==> config.mk <==
export PLATFORM = sky130hd
export DESIGN_NAME = inflight_queue
export DESIGN_NICKNAME = d
export VERILOG_FILES = /design/src/rtl/iq_pkg.sv /design/src/rtl/iq_rst_sync.sv /design/src/rtl/iq_tail_ctl.sv /design/src/rtl/iq_head_scan.sv /design/src/rtl/inflight_queue.sv
export SDC_FILE = /design/constraint.sdc
export NUM_CORES = 1
export LEC_CHECK = 0
export ABC_AREA = 1
export ABC_CLOCK_PERIOD_IN_PS = 4050
export CAP_MARGIN = 20
export CORE_MARGIN = 3
export CORE_UTILIZATION = 30
export DETAILED_ROUTE_END_ITERATION = 16
export PLACE_DENSITY_LB_ADDON = 0.1
export SLEW_MARGIN = 10
export SYNTH_ARGS = -nofsm -noshare
export SYNTH_HDL_FRONTEND = slang
export SYNTH_HIERARCHICAL = 1
export SYNTH_SLANG_ARGS = --single-unit
==> constraint.sdc <==
create_clock -name clk -period 4.05 [get_ports clk]
set_clock_uncertainty 0.05 [all_clocks]
set_input_delay 0.81 -clock clk [delete_from_list [all_inputs] [get_ports clk]]
set_output_delay 0.81 -clock clk [all_outputs]
set_load 0.02 [all_outputs]
==> src/rtl/iq_pkg.sv <==
package iq_pkg;
  typedef enum logic [1:0] {
    ST_WAIT = 2'd0,
    ST_EXEC = 2'd1,
    ST_DONE = 2'd2
  } exec_st_e;
endpackage

==> src/rtl/iq_rst_sync.sv <==
module iq_rst_sync (
  input  logic clk,
  input  logic rst_n,
  output logic rst_q_n
);
  logic meta_q;

  always_ff @(posedge clk or negedge rst_n) begin
    if (!rst_n) begin
      meta_q  <= 1'b0;
      rst_q_n <= 1'b0;
    end else begin
      meta_q  <= 1'b1;
      rst_q_n <= meta_q;
    end
  end
endmodule

==> src/rtl/iq_tail_ctl.sv <==
module iq_tail_ctl #(
  parameter int DEPTH   = 8,
  parameter int ALLOC_W = 2,
  localparam int IDX_W  = $clog2(DEPTH),
  localparam int PTR_W  = IDX_W + 1
) (
  input  logic [PTR_W-1:0]         head_q,
  input  logic [PTR_W-1:0]         tail_q,
  input  logic [ALLOC_W-1:0]       alloc_req,
  input  logic                     alloc_en,
  output logic                     room_ok,
  output logic [PTR_W-1:0]         tail_nxt,
  output logic [ALLOC_W*IDX_W-1:0] slot_idx
);
  logic [PTR_W-1:0] used;
  logic [PTR_W-1:0] n_req;

  always_comb begin
    used    = tail_q - head_q;
    room_ok = (PTR_W'(DEPTH) - used) >= PTR_W'(ALLOC_W);
    n_req   = '0;
    for (int i = 0; i < ALLOC_W; i++) begin
      n_req = n_req + PTR_W'(alloc_req[i]);
    end
    tail_nxt = alloc_en ? (tail_q + n_req) : tail_q;
  end

  for (genvar i = 0; i < ALLOC_W; i++) begin : g_idx
    assign slot_idx[i*IDX_W +: IDX_W] = tail_q[IDX_W-1:0] + IDX_W'(i);
  end
endmodule

==> src/rtl/iq_head_scan.sv <==
module iq_head_scan
  import iq_pkg::*;
#(
  parameter int DEPTH  = 8,
  parameter int CMPL_W = 2,
  parameter int TAG_W  = 6,
  parameter int NBR    = 4,
  localparam int IDX_W = $clog2(DEPTH),
  localparam int PTR_W = IDX_W + 1
) (
  input  logic [PTR_W-1:0]            head_q,
  input  logic [PTR_W-1:0]            tail_q,
  input  logic [DEPTH-1:0][1:0]       st_q,
  input  logic [DEPTH-1:0]            inv_q,
  input  logic [DEPTH-1:0][NBR-1:0]   spec_q,
  input  logic [DEPTH-1:0][TAG_W-1:0] dst_q,
  output logic [CMPL_W-1:0]           cmt_vld,
  output logic [CMPL_W*TAG_W-1:0]     cmt_dst,
  output logic [PTR_W-1:0]            head_nxt
);
  logic [PTR_W-1:0] used;
  logic [PTR_W-1:0] n_pop;
  logic [IDX_W-1:0] e;
  logic             elig;
  logic             run;

  always_comb begin
    used  = tail_q - head_q;
    run   = 1'b1;
    n_pop = '0;
    e     = '0;
    elig  = 1'b0;
    for (int i = 0; i < CMPL_W; i++) begin
      e    = head_q[IDX_W-1:0] + IDX_W'(i);
      elig = (PTR_W'(i) < used) &&
             (inv_q[e] || ((st_q[e] == ST_DONE) && (spec_q[e] == '0)));
      run  = run & elig;
      cmt_vld[i] = run & ~inv_q[e];
      cmt_dst[i*TAG_W +: TAG_W] = dst_q[e];
      n_pop = n_pop + PTR_W'(run);
    end
    head_nxt = head_q + n_pop;
  end
endmodule

==> src/rtl/inflight_queue.sv <==
module inflight_queue
  import iq_pkg::*;
#(
  parameter int DEPTH   = 8,
  parameter int ALLOC_W = 2,
  parameter int UPD_W   = 2,
  parameter int CMPL_W  = 2,
  parameter int TAG_W   = 6,
  parameter int NBR     = 4,
  localparam int IDX_W  = $clog2(DEPTH),
  localparam int PTR_W  = IDX_W + 1
) (
  input  logic                     clk,
  input  logic                     rst_n,
  input  logic [ALLOC_W-1:0]       alloc_req,
  input  logic [ALLOC_W*TAG_W-1:0] alloc_dst,
  input  logic [ALLOC_W*NBR-1:0]   alloc_spec,
  output logic                     alloc_rdy,
  output logic [ALLOC_W*IDX_W-1:0] alloc_idx,
  input  logic [UPD_W-1:0]         upd_vld,
  input  logic [UPD_W*IDX_W-1:0]   upd_idx,
  input  logic [UPD_W*2-1:0]       upd_st,
  input  logic                     br_vld,
  input  logic [NBR-1:0]           br_mask,
  input  logic                     br_ok,
  output logic [CMPL_W-1:0]        cmt_vld,
  output logic [CMPL_W*TAG_W-1:0]  cmt_dst
);
  logic                      rst_q_n;
  logic                      room_ok;
  logic [PTR_W-1:0]          head_q, head_nxt;
  logic [PTR_W-1:0]          tail_q, tail_nxt;
  logic [DEPTH-1:0][1:0]     st_q, st_d;
  logic [DEPTH-1:0]          inv_q, inv_d;
  logic [DEPTH-1:0][NBR-1:0] spec_q, spec_d;
  logic [DEPTH-1:0][TAG_W-1:0] dst_q, dst_d;
  logic [IDX_W-1:0]          slot;
  logic [NBR-1:0]            new_spec;
  logic                      dst_en;

  iq_rst_sync u_rst (
    .clk     (clk),
    .rst_n   (rst_n),
    .rst_q_n (rst_q_n)
  );

  assign alloc_rdy = room_ok & rst_q_n;
  assign dst_en    = alloc_rdy & (|alloc_req);

  iq_tail_ctl #(.DEPTH(DEPTH), .ALLOC_W(ALLOC_W)) u_tail (
    .head_q    (head_q),
    .tail_q    (tail_q),
    .alloc_req (alloc_req),
    .alloc_en  (alloc_rdy),
    .room_ok   (room_ok),
    .tail_nxt  (tail_nxt),
    .slot_idx  (alloc_idx)
  );

  iq_head_scan #(.DEPTH(DEPTH), .CMPL_W(CMPL_W), .TAG_W(TAG_W), .NBR(NBR)) u_head (
    .head_q   (head_q),
    .tail_q   (tail_q),
    .st_q     (st_q),
    .inv_q    (inv_q),
    .spec_q   (spec_q),
    .dst_q    (dst_q),
    .cmt_vld  (cmt_vld),
    .cmt_dst  (cmt_dst),
    .head_nxt (head_nxt)
  );

  // Next-state: resolution on resident entries, then status writes, then new entries.
  always_comb begin
    st_d     = st_q;
    inv_d    = inv_q;
    spec_d   = spec_q;
    dst_d    = dst_q;
    slot     = '0;
    new_spec = '0;
    if (br_vld) begin
      for (int e = 0; e < DEPTH; e++) begin
        if (!br_ok && ((spec_q[e] & br_mask) != '0)) inv_d[e] = 1'b1;
        spec_d[e] = spec_q[e] & ~br_mask;
      end
    end
    for (int j = 0; j < UPD_W; j++) begin
      if (upd_vld[j]) st_d[upd_idx[j*IDX_W +: IDX_W]] = upd_st[j*2 +: 2];
    end
    for (int i = 0; i < ALLOC_W; i++) begin
      if (alloc_rdy && alloc_req[i]) begin
        slot        = alloc_idx[i*IDX_W +: IDX_W];
        new_spec    = alloc_spec[i*NBR +: NBR];
        st_d[slot]  = ST_WAIT;
        dst_d[slot] = alloc_dst[i*TAG_W +: TAG_W];
        inv_d[slot] = br_vld && !br_ok && ((new_spec & br_mask) != '0);
        spec_d[slot] = br_vld ? (new_spec & ~br_mask) : new_spec;
      end
    end
  end

  always_ff @(posedge clk or negedge rst_q_n) begin
    if (!rst_q_n) begin
      head_q <= '0;
      tail_q <= '0;
      st_q   <= '0;
      inv_q  <= '0;
      spec_q <= '0;
    end else begin
      head_q <= head_nxt;
      tail_q <= tail_nxt;
      st_q   <= st_d;
      inv_q  <= inv_d;
      spec_q <= spec_d;
    end
  end

  always_ff @(posedge clk) begin
    if (dst_en) dst_q <= dst_d;
  end
endmodule

---- Word-level counts from Yosys, hierarchy flattened ----
Cells that the tools add are included.
word-level totals
  flip-flop bits (word level) ............. 114
  input bits .............................. 42
  output and inout bits ................... 21
  logic and storage cells ................. 187
cells by class
  add/subtract/negate cells ............... 8
  order comparisons ....................... 13
  equality and inequality tests ........... 2
  multiplexer cells ....................... 66
  bitwise operators ....................... 32
  reductions and logical operators ........ 37
operators by type and width
  cell                  count
  $bwmux W48            2
  $mux W32              3
  $mux W48              2
  $and A4 B4 Y4         20
  $bwmux W32            2
  $mux W16              4
  $reduce_bool A4 Y1    10
  $bmux W6 S3           2
  $demux W6 S3          2
  $and A16 B16 Y16      2
  $bwmux W16            2
  $not A16 Y16          2
  $bmux W4 S3           2
  $demux W2 S3          4
  $demux W4 S3          2
  $lt A3 B4 Y1 const B  6
  $mux W4               6
  $mux W6               4
  $mux W8               3
  $logic_and A1 B1 Y1   21
  $bwmux W8             2
  $bmux W2 S3           2
  $ge A3 B1 Y1 const B  4
  $mux W1               12
  19 further kinds      37

---- Longest topological paths before layout ----
Gate-level depths: netlist (run 1).
  depth in word-level cells ............... 12
  mapped depth ............................ 21

---- By module ----
The synthesis (run 1) kept the hierarchy.
by module, submodules not included
  module          times used  cells an instance  area an instance (um^2)  sequential area each (um^2)
  inflight_queue  1           898                6512.5                   3042.9
  iq_head_scan    1           334                1654.1                   0.0
  iq_tail_ctl     1           58                 334.1                    0.0
  iq_rst_sync     1           3                  53.8                     50.0

---- Least setup slack after synthesis (run 1) ----
Ideal clock, no wire load.
  path type ............................... reg2reg
  start point ............................. register u_rst.rst_q_n
  end point ............................... register dst_q[0] (netlist bit), enable pin
  setup time .............................. 521 ps
  arrival ................................. 5443 ps
  required time ........................... 3479 ps
  slack ................................... -1963 ps
  cell stages (with the launch flop) ...... 3
  buffers on the path ..................... 0
  clock period less this slack ............ 6013 ps
  path through ............................ dfrtp_1 -> nand2_2 -> o21ai_0
between the ends
  longest elaborated chain between the ends .. 2
RTL lines
  element                 line                   source
  start, declared         iq_rst_sync.sv:4       output logic rst_q_n
  start signal, assigned  iq_rst_sync.sv:14      rst_q_n <= meta_q;
  $and A1 B1 Y1           inflight_queue.sv:47   assign alloc_rdy = room_ok & rst_q_n;
  $and A1 B1 Y1           inflight_queue.sv:48   assign dst_en = alloc_rdy & (|alloc_req);
  net dst_en              inflight_queue.sv:39   logic dst_en;
  end signal, assigned    inflight_queue.sv:118  if (dst_en) dst_q <= dst_d;
  end, declared           inflight_queue.sv:36   logic [DEPTH-1:0][TAG_W-1:0] dst_q, dst_d;
The timed path passes the listed nets, and every way through them passes these cells.
A chain may end at the register's enable or synchronous reset.

---- Final worst setup path (run 1) ----
  start point ............................. register head_q[0]
  end point ............................... output port alloc_rdy
between the ends
  longest elaborated chain between the ends .. 4
RTL lines
  element                 line                   source
  start, declared         inflight_queue.sv:31   logic [PTR_W-1:0] head_q, head_nxt;
  start signal, assigned  inflight_queue.sv:109  head_q <= head_nxt;
  $sub A4 B4 Y4           iq_tail_ctl.sv:19      used = tail_q - head_q;
  $sub A4 B4 Y4           iq_tail_ctl.sv:20      room_ok = (PTR_W'(DEPTH) - used) >= PTR_W'(ALLOC_W);
  $ge A4 B2 Y1            iq_tail_ctl.sv:20
  net room_ok             inflight_queue.sv:30   logic room_ok;
  $and A1 B1 Y1           inflight_queue.sv:47
  end, declared           inflight_queue.sv:18   output logic alloc_rdy,
The timed path passes the listed nets, and every way through them passes these cells.

==> summary.txt, run 1 <==
Timing
  • Final Max Tran Viols: 0
  • RSZ-0062 raised after global routing: no
  • Crit path time final: 3.84 ns
  • Hold Fails Final Rpt: 0
  • Setup TNS: 0 ns
  • Final setup viols: 0
  • Worst Max-Slew Pin Slew: 0.640 ns
  • Fmax: 0.261 GHz
  • Hold slack final: 0.301 ns
  • Setup WS post-layout: 0.212 ns
  • Crit share post-route: 0.948
  • Max-Slew Margin vs Limit: 0.573

Floorplan
  • Num ports: 63
  • Core box area: 27900 um2
  • Initial Utilization: 0.306
  • Die span in y: 175 um
  • Die X: 175 um
  • Die area: 30600 um2
  • Rows: 61

Yosys
  • Syn Area/Cell: 6.62 um2
  • Synthesized Nets: 1350
  • Mapped Area: 8550 um2
  • Sequential fraction of the synthesis area: 0.362
  • Warnings, synthesis: 6
  • Syn Inst Count: 1293
  • #FFs+latches synth: 114
  • Synth unique cells: 38

Pwr
  • Reg power frac: 0.257
  • Lkg Pwr: 5.32 nW
  • Cell area power density: 912 nW/um2
  • Net Sw Frac: 0.471
  • Logic pwr share: 0.574
  • Tot Pwr: 9.31 mW
  • Peak VDD IR: 0.398 mV
  • P_sw: 4.38 mW
  • Cell-internal power: 4.93 mW
  • Clock power share: 0.168

Cells and area
  • Area growth, synth to finish: 19.4%
  • Most common cell after layout, fill and taps aside: nand2_1
  • Final Non-Filler Cells: 1733
  • Antenna cells: 0
  • Share of cells above drive strength 1: 0.0782
  • Commonest cells after routing, fill and taps aside: 500 x nand2_1, 175 x inv_1, 94 x o211ai_1, 89 x nor2_1, 64 x dfrtp_1
  • Nets: 1399
  • Storage cell area: 3100 um2
  • Fillers: 3077
  • Multi-input gate area: 4370 um2

Clocking
  • Hold_buf cts: 0
  • CTS H-tree lvls: 4
  • Cts repair resizes: 0
  • Clock slew at reported path FFs: 0.06 ns
  • CTS max path bufs: 2
  • Number of buffers created by CTS: 17
  • CTS Root Cell: clkbuf_16
  • CTS tree: built
  • Post-CTS setup repair buffer count: 0
  • Clock sinks: 114
  • Clk_lat worst skew: 0.41 ns

Placement
  • PortBufs: 62
  • GPL Wtd Cong: 0.858
  • Placed insts: 1701
  • Hpwl dp: 22400 um
  • Worst slack, placed: 0.625 ns

Global route
  • Total track usage: 0.214
  • Initial antenna violation count: 0
  • Largest net degree at the start of global routing: 57
  • First-pass GRT wire length: 49500 um
  • GRT overflow: 0
  • Vias in the first global route: 7872

Critical path
  • Slowest-stage cell, CP: clkdlybuf4s50_1
  • Crit Path Category: reg2out
  • Worst path max stage delay: 0.62 ns
  • Crit end category: output pin
  • CP Cell Sequence: inv_1 > ha_1 > inv_1 > ha_1 > inv_1 > fa_1 > nand2_1 > nand2_1 > nand2_1 > nand2_1 > nand2_1 > nand2_2 > inv_2 > clkdlybuf4s50_1
  • Worst path required time: 3.19 ns
  • Critical Path Start Type: register
  • Worst EP arrival: 2.98 ns
  • Most frequent CP cell: nand2_1
  • Crit-path max FO: 6

Drt
  • DR WL/cell: 18.8 um
  • 1st-pass router iterations: 5
  • Remaining DRCs: 0
  • WL final: 32600 um
  • Initial DRC count: 740
  • Via density: 4.85
  • Vias after detailed routing: 8401
  • Post-route ant nets: 0

Min path
  • Hold Path Class: reg2reg

Outcome
  • Status: finished clean

Job
  • MaxCap Viol Count: 0
## final cells by class
| cell class | count | share of cell area |
|---|---|---|
| multi-input cells | 919 | 0.428 |
| clock inverters | 8 | 0.00968 |
| repair buffers | 107 | 0.0963 |
| clock buffers | 24 | 0.0491 |
| flip-flops and latches | 114 | 0.303 |
| well taps | 378 | 0.0463 |
| inverters | 183 | 0.0675 |
## synthesized netlist by cell type, drive strengths merged
master,n,area [um2]
nand4,6,37.5
nor2,96,383
a31oi,10,62.6
dfrtp,66,1650
clkinv,1,3.75
conb,1,3.75
and2,3,18.8
or2,1,6.26
o22ai,2,12.5
nand3,62,330
nand2,508,1930
ha,11,138
xor2,4,35.0
inv,182,686
xnor2,3,26.3
fa,4,80.1
nor3,4,25.0
o211ai,94,706
buf,65,368
a21oi,39,195
nor3b,4,30.0
o221ai,1,8.76
edfxtp,48,1440
o21ai,66,334
clkbuf,12,45.0
## sequential cells by signal, summed over array words and instances (netlist names)
register       count
st_q              16
u_rst/rst_q_n      1
spec_q            32
dst_q             48
head_q             4
inv_q              8
u_rst/meta_q       1
tail_q             4
## kinds of logic (layout without fill, tap and decap cells)
group,after synthesis,in the layout,share of synthesized area
simple gates,684,684,0.322
xor+xnor,7,7,0.00717
fa+ha+maj,15,15,0.0254
compound gates,212,212,0.154
other cells,1,1,0.000438
flops,114,114,0.362
buf+inv,260,322,0.129
## routing by layer
metal	vias to the layer above	wire, um	global-route usage
met5	-	0	0
met1	3938	16400	0.317
li1	4212	-	-
met3	27	1510	0.0313
met4	0	556	0.0502
met2	224	14200	0.330
## per-stage QoR
step,area (um2),utilization
2_1_floorplan,8560,-
3_3_place_gp,9610,0.344
3_5_place_dp,9610,0.344
4_1_cts,10200,0.366
5_1_grt,10200,0.366
6_report,10200,0.366
## path summary, 6_finish.rpt
kind / start / endpoint / slack [ns] / cells past startpoint
setup / recovery: head_q[0] / alloc_rdy / 0.21 / 14
hold / removal: u_rst/meta_q / u_rst/rst_q_n / 0.30 / 0
setup reg to reg: head_q[0] / dst_q[47] / 0.70 / 20
hold reg to reg: u_rst/meta_q / u_rst/rst_q_n / 0.30 / 0
max in group asynchronous: u_rst/rst_q_n / spec_q[28] / 2.66 / 2
min in group asynchronous: u_rst/rst_q_n / st_q[3] / 0.39 / 1
## power groups by stage
stage / clock network, mW / registers (mW) / logic, mW
floorplan: 0 / 2.26 / 3.61
global placement: 0 / 2.40 / 5.33
detailed placement: 0 / 2.40 / 5.34
CTS: 1.59 / 2.39 / 5.36
global route: 1.65 / 2.46 / 5.98
finish: 1.57 / 2.39 / 5.35
## critical path: cells and delay by family (launching register included)
family | cells | cell delay, ns
adder cells (fa/ha/maj) | 3 | 0.77
buffers and inverters | 5 | 0.91
flip-flops | 1 | 0.43
AND/OR/NAND/NOR | 6 | 0.45
(Power assumes the default switching activity.)
==> inputs of run 2 (changes only) <==
Settings changed: RECOVER_POWER set to 100.
==> summary.txt, run 2 (same netlist as run 1, synthesis figures left out) <==
Timing
  • RSZ-0062 raised after global routing: no (unchanged)
  • Final setup viols: 0 (unchanged)
  • Worst Max-Slew Pin Slew: 1.55 ns (was 0.640 ns)
  • Max-Slew Margin vs Limit: -0.0344 (was 0.573)
  • Hold slack final: 0.301 ns (about the same)
  • Setup TNS: 0 ns (unchanged)
  • Final Max Tran Viols: 28 (was 0)
  • Fmax: 0.260 GHz (was 0.261 GHz)
  • Hold Fails Final Rpt: 0 (unchanged)
  • Setup WS post-layout: 0.207 ns (was 0.212 ns)
  • Crit path time final: 3.84 ns (about the same)
  • Crit share post-route: 0.949 (was 0.948)

Critical path
  • Crit Path Category: reg2out (unchanged)
  • Worst EP arrival: 2.98 ns (about the same)
  • Crit path to: alloc_rdy (unchanged)
  • Flop2flop setup slack: 0.34 ns (was 0.70 ns)
  • R2r endpoint: dst_q[12] (was dst_q[47])
  • Cell family with most CP delay: buffers and inverters (unchanged)
  • R2R cell count: 16 (was 20)
  • R2R Path Start: head_q[0] (unchanged)
  • CP Cell Sequence: inv_1 > ha_1 > inv_1 > ha_1 > inv_1 > fa_1 > nand2_1 > nand2_1 > nand2_1 > nand2_1 > nand2_1 > nand2_2 > inv_2 > clkdlybuf4s50_1 (unchanged)
  • Crit end category: output pin (unchanged)
  • Crit path from: head_q[0] (unchanged)
  • Worst path required time: 3.19 ns (about the same)
  • Critical Path Start Type: register (unchanged)
  • WP buf/inv: 5 (unchanged)
  • WP depth: 14 (unchanged)
  • Most frequent CP cell: nand2_1 (unchanged)
  • Worst path max stage delay: 0.61 ns (was 0.62 ns)
  • Crit-path max FO: 6 (unchanged)
  • Slowest-stage cell, CP: clkdlybuf4s50_1 (unchanged)

Cells and area
  • Most common cell after layout, fill and taps aside: nand2_1 (unchanged)
  • Nets: 1399 (unchanged)
  • Final Cell Area: 10100 um2 (was 10200 um2)
  • Largest reg by FF count: dst_q (unchanged)
  • Share of cells above drive strength 1: 0.0657 (was 0.0782)
  • Commonest cells after routing, fill and taps aside: 501 x nand2_1, 179 x inv_1, 94 x o211ai_1, 93 x nor2_1, 65 x dfrtp_1 (was 500 x nand2_1, 175 x inv_1, 94 x o211ai_1, 89 x nor2_1, 64 x dfrtp_1)
  • Multi-input gate area: 4350 um2 (was 4370 um2)
  • Max reg flops: 48 (unchanged)
  • Antenna cells: 0 (unchanged)
  • Fillers: 3083 (was 3077)
  • Area growth, synth to finish: 18.6% (was 19.4%)
  • Storage cell area: 3090 um2 (was 3100 um2)
  • Top flop regs: dst_q (48), spec_q (32), st_q (16) (unchanged)

Floorplan
  • Initial Utilization: 0.306 (unchanged)
  • Die area: 30600 um2 (unchanged)
  • Core box area: 27900 um2 (unchanged)
  • Num ports: 63 (unchanged)
  • Die span in y: 175 um (unchanged)
  • Rows: 61 (unchanged)
  • Die X: 175 um (unchanged)

Placement
  • Hpwl dp: 22400 um (unchanged)
  • GPL Wtd Cong: 0.858 (unchanged)
  • PortBufs: 62 (unchanged)
  • Placed instance area: 9610 um2 (unchanged)
  • Worst slack, placed: 0.625 ns (unchanged)

Drt
  • Via density: 4.85 (unchanged)
  • WL final: 32500 um (was 32600 um)
  • Vias after detailed routing: 8401 (unchanged)
  • DR WL/cell: 18.8 um (about the same)
  • 1st-pass router iterations: 5 (unchanged)
  • Initial DRC count: 699 (was 740)
  • Remaining DRCs: 0 (unchanged)
  • Post-route ant nets: 0 (unchanged)

Clocking
  • CTS tree: built (unchanged)
  • Clk_lat worst skew: 0.41 ns (about the same)
  • Cts repair resizes: 0 (unchanged)
  • CTS Root Cell: clkbuf_16 (unchanged)
  • CTS H-tree lvls: 4 (unchanged)
  • CTS max path bufs: 2 (unchanged)
  • Hold_buf cts: 0 (unchanged)
  • Number of buffers created by CTS: 17 (unchanged)
  • Clock sinks: 114 (unchanged)
  • Clock slew at reported path FFs: 0.06 ns (about the same)
  • Post-CTS setup repair buffer count: 0 (unchanged)

Pwr
  • Peak VDD IR: 0.389 mV (was 0.398 mV)
  • Lkg Pwr: 5.30 nW (was 5.32 nW)
  • Cell area power density: 902 nW/um2 (was 912 nW/um2)

Outcome
  • Status: finished with violations (was finished clean)
  • Failing checks: max-capacitance violations, max-slew violations

Global route
  • Initial antenna violation count: 0 (unchanged)
  • First-pass GRT wire length: 49500 um (unchanged)
  • Vias in the first global route: 7872 (unchanged)
  • Largest net degree at the start of global routing: 57 (unchanged)
  • GRT overflow: 0 (unchanged)
  • Total track usage: 0.214 (unchanged)

Min path
  • Hold Path Class: reg2reg (unchanged)

Job
  • MaxCap Viol Count: 1 (was 0)
run 2: cell count changes in the layout (fill, tap and decap cells not counted), sizes merged:
cell,before,now
clkdlybuf4s50,62,43
buf,45,34
dlygate4sd3,0,19
clkbuf,24,35
run 2: worst min path at each step:
stage / from / endpoint / slack (ns) / cells after the start
2_1_floorplan: u_rst/meta_q / u_rst/rst_q_n / 0.28 / 0
3_3_place_gp: u_rst/meta_q / u_rst/rst_q_n / 0.29 / 0
3_5_place_dp: u_rst/meta_q / u_rst/rst_q_n / 0.29 / 0
4_1_cts: u_rst/meta_q / u_rst/rst_q_n / 0.30 / 0
5_1_grt: u_rst/meta_q / u_rst/rst_q_n / 0.31 / 0
6_report: u_rst/meta_q / u_rst/rst_q_n / 0.30 / 0
run 2: per-layer routing:
layer	GRT usage	part of all wire	vias to the layer above
li1	-	-	4215
met3	0.0313	0.056	31
met1	0.317	0.49	3898
met2	0.330	0.44	257
met5	0	0	-
met4	0.0502	0.018	0
run 2: stage by stage:
stage	std cells	util	total power, mW
after floorplan	1293	-	5.87
after global placement	1701	0.344	7.73
after detailed placement	1701	0.344	7.74
after CTS	1733	0.366	9.34
after global routing	1733	0.363	9.95
final	1733	0.363	9.16
run 2: layout make-up:
class                           count  area share
Clock buffer                       24      0.0495
Tap cell                          378      0.0466
Clock inverter                      8     0.00974
Inverter                          183      0.0679
Sequential cell                   114       0.305
Timing Repair Buffer              107      0.0922
Multi-Input combinational cell    919       0.429
run 2: power by group:
group          total [mW]  switching, mW  internal [mW]
logic                5.19           3.32           1.88
registers            2.40          0.445           1.95
clock network        1.57          0.578          0.989
run 2: worst reg2reg max path: stages (launching register included):
cell	delay [ns]
dfrtp_2	0.43
inv_1	0.06
ha_1	0.19
inv_1	0.05
ha_1	0.13
inv_1	0.05
fa_1	0.45
nand2_1	0.10
nand2_1	0.05
nand2_1	0.06
nand2_1	0.05
nand2_1	0.09
nand2_2	0.11
inv_2	0.14
nand2_1	0.13
o21ai_4	0.08
clkbuf_2	1.03
==> inputs of run 3 (changes only) <==
Settings changed: ABC_CLOCK_PERIOD_IN_PS 4050 to unset, REMOVE_ABC_BUFFERS set to 1.
==> summary.txt, run 3 (same netlist as run 1, synthesis figures left out) <==
Placement
  • GPL Wtd Cong: 0.843 (was 0.858)
  • PortBufs: 62 (unchanged)
  • Placed instance area: 9520 um2 (was 9610 um2)
  • Hpwl dp: 22300 um (was 22400 um)

Critical path
  • R2R cell count: 14 (was 16)
  • Crit end category: output pin (unchanged)
  • R2R Path Start: head_q[1] (was head_q[0])
  • Worst path required time: 3.19 ns (about the same)
  • Critical Path Start Type: register (unchanged)
  • Crit Path Category: reg2out (unchanged)
  • Most frequent CP cell: nand3_1 (was nand2_1)
  • Worst path max stage delay: 0.62 ns (was 0.61 ns)
  • Slowest-stage cell, CP: clkdlybuf4s50_1 (unchanged)
  • Worst EP arrival: 3.00 ns (was 2.98 ns)
  • R2r endpoint: dst_q[9] (was dst_q[12])
  • CP Cell Sequence: ha_1 > inv_1 > nand4_1 > nand2_1 > nand3_1 > nand3_1 > nand3_2 > nor2_2 > clkdlybuf4s50_1 (was inv_1 > ha_1 > inv_1 > ha_1 > inv_1 > fa_1 > nand2_1 > nand2_1 > nand2_1 > nand2_1 > nand2_1 > nand2_2 > inv_2 > clkdlybuf4s50_1)
  • Flop2flop setup slack: 0.35 ns (was 0.34 ns)
  • Crit-path max FO: 15 (was 6)

Global route
  • GRT overflow: 0 (unchanged)
  • First-pass GRT wire length: 49200 um (was 49500 um)
  • Vias in the first global route: 7591 (was 7872)
  • Initial antenna violation count: 0 (unchanged)
  • Largest net degree at the start of global routing: 67 (was 57)
  • Total track usage: 0.215 (was 0.214)

Drt
  • Remaining DRCs: 0 (unchanged)
  • Initial DRC count: 819 (was 699)
  • Vias after detailed routing: 8448 (was 8401)
  • Via density: 4.90 (was 4.85)
  • DR WL/cell: 19.2 um (was 18.8 um)
  • 1st-pass router iterations: 5 (unchanged)
  • WL final: 33000 um (was 32500 um)
  • Post-route ant nets: 0 (unchanged)

Timing
  • Crit path time final: 3.86 ns (was 3.84 ns)
  • Worst Max-Slew Pin Slew: 1.66 ns (was 1.55 ns)
  • Final setup viols: 0 (unchanged)
  • Hold Fails Final Rpt: 0 (unchanged)
  • Fmax: 0.259 GHz (was 0.260 GHz)
  • Hold slack final: 0.305 ns (was 0.301 ns)
  • Crit share post-route: 0.953 (was 0.949)
  • Max-Slew Margin vs Limit: -0.104 (was -0.0344)
  • Final Max Tran Viols: 27 (was 28)
  • RSZ-0062 raised after global routing: no (unchanged)

Cells and area
  • Commonest cells after routing, fill and taps aside: 501 x nand2_1, 178 x inv_1, 94 x o211ai_1, 93 x nor2_1, 64 x dfrtp_1 (was 501 x nand2_1, 179 x inv_1, 94 x o211ai_1, 93 x nor2_1, 65 x dfrtp_1)
  • Layout Utilization: 0.362 (was 0.363)
  • Largest reg by FF count: dst_q (unchanged)
  • Most common cell after layout, fill and taps aside: nand2_1 (unchanged)
  • Nets: 1390 (was 1399)
  • Top flop regs: dst_q (48), spec_q (32), st_q (16) (unchanged)
  • Area growth, synth to finish: 18.1% (was 18.6%)
  • Share of cells above drive strength 1: 0.0624 (was 0.0657)
  • Final Cell Area: 10100 um2 (about the same)
  • Antenna cells: 0 (unchanged)
  • Max reg flops: 48 (unchanged)

Min path
  • Min-Delay Startpoint: u_rst/meta_q (unchanged)
  • Hold Path Class: reg2reg (unchanged)
  • Hold Path End: u_rst/rst_q_n (unchanged)
  • Hold depth: 0 (unchanged)

Pwr
  • Cell-internal power: 4.89 mW (was 4.82 mW)
  • Cell area power density: 923 nW/um2 (was 902 nW/um2)
  • Logic pwr share: 0.558 (was 0.567)
  • Peak VDD IR: 0.377 mV (was 0.389 mV)
  • Tot Pwr: 9.32 mW (was 9.16 mW)
  • Lkg Pwr: 5.26 nW (was 5.30 nW)
  • P_sw: 4.43 mW (was 4.34 mW)
  • Net Sw Frac: 0.475 (was 0.474)
  • Reg power frac: 0.260 (was 0.262)
  • Clock power share: 0.182 (was 0.171)

Floorplan
  • Rows: 61 (unchanged)
  • Initial Utilization: 0.306 (unchanged)
  • Num ports: 63 (unchanged)
  • Core box area: 27900 um2 (unchanged)
  • Die area: 30600 um2 (unchanged)
  • Die X: 175 um (unchanged)
  • Die span in y: 175 um (unchanged)

Outcome
  • Status: finished with violations (unchanged)
  • Failing checks: max-capacitance violations, max-slew violations (unchanged)

Clocking
  • Number of buffers created by CTS: 17 (unchanged)
  • CTS max path bufs: 2 (unchanged)
  • CTS H-tree lvls: 4 (unchanged)
  • CTS Root Cell: clkbuf_16 (unchanged)
  • CTS tree: built (unchanged)
  • Clk_lat worst skew: 0.43 ns (was 0.41 ns)
  • Hold_buf cts: 0 (unchanged)
  • Clock sinks: 114 (unchanged)
  • Clock slew at reported path FFs: 0.06 ns (about the same)

Job
  • MaxCap Viol Count: 1 (unchanged)
## run 3: worst max-delay path by stage
stage                         start         end  cells past startpoint
after floorplan           head_q[0]    dst_q[0]                     13
after global placement    head_q[0]   alloc_rdy                     14
after detailed placement  head_q[2]  cmt_vld[1]                      9
after CTS                 head_q[2]  cmt_vld[1]                      9
after global routing      head_q[1]  cmt_vld[1]                      9
final                     head_q[1]  cmt_vld[1]                      9
## run 3: critical path: cells and delay by family, from the launching register on
kind	cells	cell delay, ns
flip-flops	1	0.44
AND/OR/NAND/NOR	6	0.70
buffers and inverters	2	1.12
adder cells (fa/ha/maj)	1	0.31
## run 3: layer usage
layer	wire length, um	global-route usage	vias up
met5	0	0	-
met4	351	0.0485	0
met3	2000	0.0356	19
met2	14500	0.325	261
met1	16200	0.320	3965
li1	-	-	4203
## run 3: per-stage QoR
stage          std cells  setup TNS (ns)  worst slack (ns)
2_1_floorplan       1216         -136.23             -2.78
3_3_place_gp        1690               0             0.584
3_5_place_dp        1690               0             0.538
4_1_cts             1722               0            0.0711
5_1_grt             1724               0            0.0357
6_report            1724               0             0.189
## run 3: power groups by stage
stage / clock network (mW) / logic [mW] / registers (mW)
6_report: 1.69 / 5.20 / 2.43
5_1_grt: 1.77 / 5.82 / 2.50
4_1_cts: 1.72 / 5.29 / 2.42
3_5_place_dp: 0 / 5.25 / 2.44
3_3_place_gp: 0 / 5.25 / 2.44
2_1_floorplan: 0 / 3.27 / 2.41
## run 3: area by class of cell
type	count	area [um2]
fill	3028	17800
multi-input combinational	919	4340
sequential	114	3100
timing repair buffer	98	861
inverter	183	689
tap	378	473
clock buffer	17	425
clock inverter	15	214
## run 3: timing repair
action,in CTS,in global routing
buffers inserted,0,2
gates resized for setup,0,1
setup endpoints to repair,0,3
